[src/rtl/nb_ctrl_regs.sv]
module nb_ctrl_regs #(
  parameter int DW      = 32,
  parameter int OW      = 7,
  parameter int NREG    = 28,
  parameter int ICFG    = 1,
  parameter int ISET    = 12,
  parameter int ICLR    = 13,
  parameter int IEN     = 14,
  parameter int ISR     = 15,
  parameter int RST_BIT = 2
) (
  input  logic          clk,
  input  logic          rst_n,
  input  logic          wr_en,
  input  logic [OW-1:0] wr_off,
  input  logic [DW-1:0] wr_data,
  input  logic [OW-1:0] rd_off,
  output logic [DW-1:0] rd_data,
  input  logic [DW-1:0] irq_status_in,
  output logic          sys_reset_req
);
  localparam int IW = OW - 2;

  logic [DW-1:0] regs [NREG];

  wire [IW-1:0] widx   = wr_off[OW-1:2];
  wire [IW-1:0] ridx   = rd_off[OW-1:2];
  wire          w_map  = {1'b0, widx} < (IW+1)'(NREG);
  wire          r_map  = {1'b0, ridx} < (IW+1)'(NREG);
  wire          w_set  = wr_en && widx == IW'(ISET);
  wire          w_clr  = wr_en && widx == IW'(ICLR);
  wire          w_cfg  = wr_en && widx == IW'(ICFG);
  wire          w_ro   = widx == IW'(IEN) || widx == IW'(ISR);
  wire          kick   = w_cfg && wr_data[RST_BIT] && !regs[ICFG][RST_BIT];

  function automatic logic [DW-1:0] init_val(input int i);
    case (i)
      0:       return DW'(32'h0000_0C40);
      1:       return DW'(32'h0000_1384);
      2:       return DW'(32'h2BFF_8010);
      3:       return DW'(32'h255E_0091);
      4:       return DW'(32'h0000_6140);
      7:       return DW'(32'h0000_01FF);
      8:       return DW'(32'h0000_01FF);
      26:      return DW'(32'h0000_0008);
      27:      return DW'(32'h1000_0000);
      default: return '0;
    endcase
  endfunction

  assign rd_data = r_map ? regs[ridx] : '0;

  always_ff @(posedge clk) begin
    if (!rst_n) begin
      for (int i = 0; i < NREG; i++) regs[i] <= init_val(i);
      sys_reset_req <= 1'b0;
    end else begin
      sys_reset_req <= kick;
      regs[ISR]     <= irq_status_in;
      if (w_set) begin
        regs[ISET] <= wr_data;
        regs[IEN]  <= regs[IEN] | wr_data;
      end else if (w_clr) begin
        regs[ICLR] <= wr_data;
        regs[IEN]  <= regs[IEN] & ~wr_data;
      end else if (wr_en && w_map && !w_ro) begin
        regs[widx] <= wr_data;
      end
    end
  end


  en_set_chk: assert property (@(posedge clk) disable iff (!rst_n)
    w_set |=> regs[IEN] == ($past(regs[IEN]) | $past(wr_data)));


  en_clr_chk: assert property (@(posedge clk) disable iff (!rst_n)
    w_clr |=> regs[IEN] == ($past(regs[IEN]) & ~$past(wr_data)));


  en_hold_chk: assert property (@(posedge clk) disable iff (!rst_n)
    !(w_set || w_clr) |=> $stable(regs[IEN]));


  isr_track_chk: assert property (@(posedge clk) disable iff (!rst_n)
    1'b1 |=> regs[ISR] == $past(irq_status_in));


  rst_pulse_chk: assert property (@(posedge clk) disable iff (!rst_n)
    sys_reset_req |=> !sys_reset_req);


  rst_cause_chk: assert property (@(posedge clk) disable iff (!rst_n)
    sys_reset_req |-> $past(regs[ICFG][RST_BIT]) == 1'b0 && regs[ICFG][RST_BIT]);
endmodule

[config.mk]
export PLATFORM = sky130hd
export DESIGN_NAME = nb_ctrl_regs
export DESIGN_NICKNAME = d
export VERILOG_FILES = /design/src/rtl/nb_ctrl_regs.sv
export SDC_FILE = /design/constraint.sdc
export NUM_CORES = 1
export LEC_CHECK = 0
export BUFFER_PORTS_ARGS = -buffer_cell sky130_fd_sc_hd__buf_2
export CORE_UTILIZATION = 45
export DETAILED_ROUTE_END_ITERATION = 10
export PLACE_DENSITY = 0.59
export SYNTH_ARGS = -nofsm -noshare
export SYNTH_HDL_FRONTEND = slang
export SYNTH_SLANG_ARGS = --single-unit
[constraint.sdc]
create_clock -name clk -period 8.8 [get_ports clk]
set_input_delay 0.88 -clock clk [delete_from_list [all_inputs] [get_ports clk]]
set_output_delay 0.88 -clock clk [all_outputs]
set_load 0.02 [all_outputs]
# Word-level counts from Yosys, hierarchy flattened
# Memories as Yosys holds them, arrays and structs flattened.
# Cells that the tools add are included.
word_totals:
  reg_bits: 1
  latchBits: 0
  ram_bits: 896
  romBits: 0
  inputBits: 81
  output_inout_bits: 33
  wordCells: 60
  n_memories: 1
mem_list:
  columns: ["name", "words", "width", "read_ports", "rd_clocked_by_memory_dff", "write_ports", "line", "source"]
  rows:
  - ["regs", 28, 32, 3, 0, 28, "24", "logic [DW-1:0] regs [NREG];"]
op_classes:
  addsub: 0
  mul: 0
  n_div: 0
  n_lt_le_gt_ge: 2
  eq_ne: 5
  shift: 0
  muxes: 32
  bitwise: 8
  n_reduce_logical: 11
ops:
  columns: ["op", "n"]
  rows:
  - ["2-to-1 mux 32 bit", 16]
  - ["AND 32 bit", 1]
  - ["NOT 32 bit", 1]
  - ["OR 32 bit", 1]
  - ["OR reduction 32 bit", 1]
  - ["== test 5 x 4 -> 1 bit (second input constant)", 4]
  - ["2-to-1 mux 1 bit", 15]
  - ["less-than comparator 5 bit (second input constant)", 2]
  - ["logical AND 1 bit", 7]
  - ["== test 5 x 1 -> 1 bit (second input constant)", 1]
  - ["2-to-1 mux 5 bit", 1]
  - ["OR 1 bit", 5]
  - ["zero test 1 bit", 2]
  - ["logical OR 1 bit", 1]

# Logic depth before layout (Yosys ltp)
logic_depth:
  depth_word: 11
  mapped_depth: 7
  depth_no_buf: 4

# Least setup slack after synthesis
# Ideal clock, no wire load.
synth_path:
  path_kind: "input port to flip-flop"
  from: "input port wr_off[2]"
  to: "memory regs[25][0], enable pin"
  setup_ps: 466
  arrival_ps: 3907
  required_ps: 8334
  path_slack_ps: 4427
  cell_stages: 5
  n_path_buf: 2
  cell_sequence: "buf_2 nor2b_1 nand2_1 clkbuf_1 o21ai_0"
synth_lines:
  columns: ["item", "line", "source"]
  rows:
  - ["from (decl)", "15", "input logic [OW-1:0] wr_off,"]
  - ["to (decl)", "24", null]

# Final worst setup path
layout_path:
  from: "input port rd_off[6]"
  to: "output port rd_data[28]"
layout_via:
  elab_chain_len: 2
  word_cells_on_any_way: 3
  cone_classes: "order compare (1); mux (1); memory (1)"
layout_rtl:
  columns: ["item", "line", "source"]
  rows:
  - ["from (decl)", "17", "input logic [OW-1:0] rd_off,"]
  - ["memory read (28 x 32 bit) or less-than comparator 5 bit (tied branches)", null, null]
  - ["2-to-1 mux 32 bit (*)", "51", "assign rd_data = r_map ? regs[ridx] : '0;"]
  - ["to (decl)", "18", "output logic [DW-1:0] rd_data,"]
# Mark *: on every way between the ends. The rest lies on a longest branch, timed or not.

==> impl_metrics.tcl <==
set metrics [dict create \
    core_um2 88900 \
    maxCapViolCount 0 \
    grt_pass1_vias 23500 \
    num_vias 23300 \
    cts_resized 0 \
    arrival_ps 4240 \
    drt-initial-drc-count 2257 \
    whs_path_depth 2 \
    synth.net_count 2864 \
    wire_per_inst_um 27.7 \
    irDropWorstVdd_v 0.000149 \
    critPathRequiredTime_ps 7920 \
    htreeDepth 3 \
    grt_setup_unrepaired "false" \
    synth_area_um2 40600 \
    initial_utilization 0.457 \
    viasPerCell 5.84 \
    fin_ws_ps 3680 \
    antennaDiodeCount 0 \
    synth_edf_count 864 \
    p_leak_uw 0.0157 \
    drc 0 \
    fin_tns_setup_ps 0 \
    crit_type "in2out" \
    grt_first_pass_wirelength_mm 160 \
    root_buffer "clkbuf_16" \
    port_buffers 109 \
    drive_above_1_share 0.169 \
    endpoint_kind "primary output" \
    num_rows 109 \
    ant_nets 0 \
    yosysSeqAreaShare 0.655 \
    die_w_um 302 \
    syn-instance-count 2783 \
    period_share 0.582 \
    grt_antenna_before_repair 5 \
    slew_viol_final 0 \
    clockBufferDepth 3 \
    cp_max_fo 33 \
    async_reset_ff_frac 0 \
    post-cts-setup-buffer-count 0 \
    max_freq_ghz 0.195 \
    synthFlopType "edfxtp_1" \
    area_growth_pct 11.0 \
    rr_worst_depth 2 \
    grt-ovfl-total 0 \
    clock_skew_ps 7.41 \
    dr.pass1.iters 5 \
    worst_pin_slew_ps 1110 \
    grt.total_usage 0.242 \
    startpoint_type "input port" \
    ys_types 37 \
    wirelength_mm 110 \
    hold_viol 0 \
    status "finished clean" \
    final.min_clock_period_ps 5120 \
    final_common_cell "edfxtp_1" \
    ios 114 \
    die_h_um 302 \
    avgSynthCellArea_um2 14.6 \
    most-common-layout-cells "864 x edfxtp_1, 807 x and2_1, 192 x mux2i_1" \
    setup_violations 0 \
    cts_made_buffers 92 \
    grt_max_degree 121 \
    post-dp-hpwl_mm 64.1 \
    gp_congestion 0.765 \
    synth_seq_cells 897 \
    clkLatencyLatePin_ps 650 \
    nets 2830 \
    cts_tree "done" \
    maxSlewHeadroom 0.261 \
    clock-sinks 897 \
    power_density_nw_per_um2 209 \
    die_area_um2 91500 \
    dp_worst_setup_slack_ps 3770 \
    cts_hold_buf 0 \
    min-delay-path-class "in2reg" \
    cts.clk_slew.worst_paths_ps 50 \
    ys_warn_count 0 \
]
-- worst max-delay path, cell delays in order --
cell	delay, ps
buf_2	650
nor2b_4	960
buf_4	590
a211oi_1	190
a32oi_1	610
buf_2	290
-- through the flow --
step / hold WS [ps] / utilization / power (µW) / cell area [µm²] / cells
final: 436 / 0.507 / 9440 / 45100 / 3987
after global routing: 427 / 0.507 / 9690 / 45100 / 3987
after detailed placement: 479 / 0.476 / 5780 / 42300 / 3820
after global placement: 496 / 0.476 / 5760 / 42300 / 3820
after CTS: 411 / 0.507 / 9500 / 45100 / 3987
after floorplan: 417 / - / 5490 / 40600 / 2783
-- layout make-up --
cell class / instances / area [µm²]
multi-input cells: 1590 / 13200
fillers: 7488 / 43800
repair buffers: 167 / 1030
inverters: 1 / 3.75
clock inverters: 36 / 298
flip-flops and latches: 897 / 26600
clock buffers: 131 / 2520
well taps: 1165 / 1460
-- registers in the layout, summed over array words and instances, names as in the netlist --
signal         flops
regs             896
sys_reset_req      1
-- cell usage after synthesis, types with 5 or more instances --
| cell | count | share of area |
|---|---|---|
| mux4_2 | 128 | 0.071 |
| buf_2 | 41 | 0.0051 |
| dfxtp_1 | 33 | 0.016 |
| buf_1 | 33 | 0.0030 |
| clkbuf_1 | 199 | 0.018 |
| nand2_1 | 40 | 0.0037 |
| mux2i_1 | 192 | 0.047 |
| buf_4 | 18 | 0.0033 |
| nand2b_1 | 5 | 0.00077 |
| or3_1 | 57 | 0.0088 |
| nor2_1 | 55 | 0.0051 |
| and2_1 | 807 | 0.12 |
| o22ai_1 | 32 | 0.0049 |
| o21ai_0 | 86 | 0.011 |
| a32oi_1 | 32 | 0.0069 |
| a211oi_1 | 63 | 0.012 |
| edfxtp_1 | 864 | 0.64 |
| a221oi_1 | 64 | 0.014 |
-- path summary, 6_finish.rpt --
check | from | end | slack [ps]
setup / recovery | rd_off[6] | rd_data[28] | 3680
setup reg to reg | regs[14][1] | regs[14][1] | 7960
hold reg to reg | regs[1][2] | sys_reset_req | 480
hold / removal | irq_status_in[13] | regs[15][13] | 440
-- where the power goes --
part           internal (µW)  leakage, µW  switching (µW)  total (µW)
Sequential              4900      0.00855            61.6        4960
Clock                   2130      0.00138            1610        3750
Combinational            238      0.00578             488         726
-- cells by family (layout without fill, tap and decap cells) --
logic type             count (synthesis)  count (layout)  share of synthesized area
muxes                                320             320                      0.118
DFF                                  897             897                      0.655
and+or+nand+nor                      992             992                      0.148
buffers and inverters                296             335                     0.0307
AOI/OAI and AO/OA                    278             278                     0.0480
-- routing by layer --
metal	vias up	GRT usage	routed length, µm
met5	-	0	8
met4	2	0.0755	3100
met3	147	0.0375	7120
met2	856	0.400	53900
met1	12100	0.332	46200
li1	10200	-	-
(Power assumes the default switching activity.)
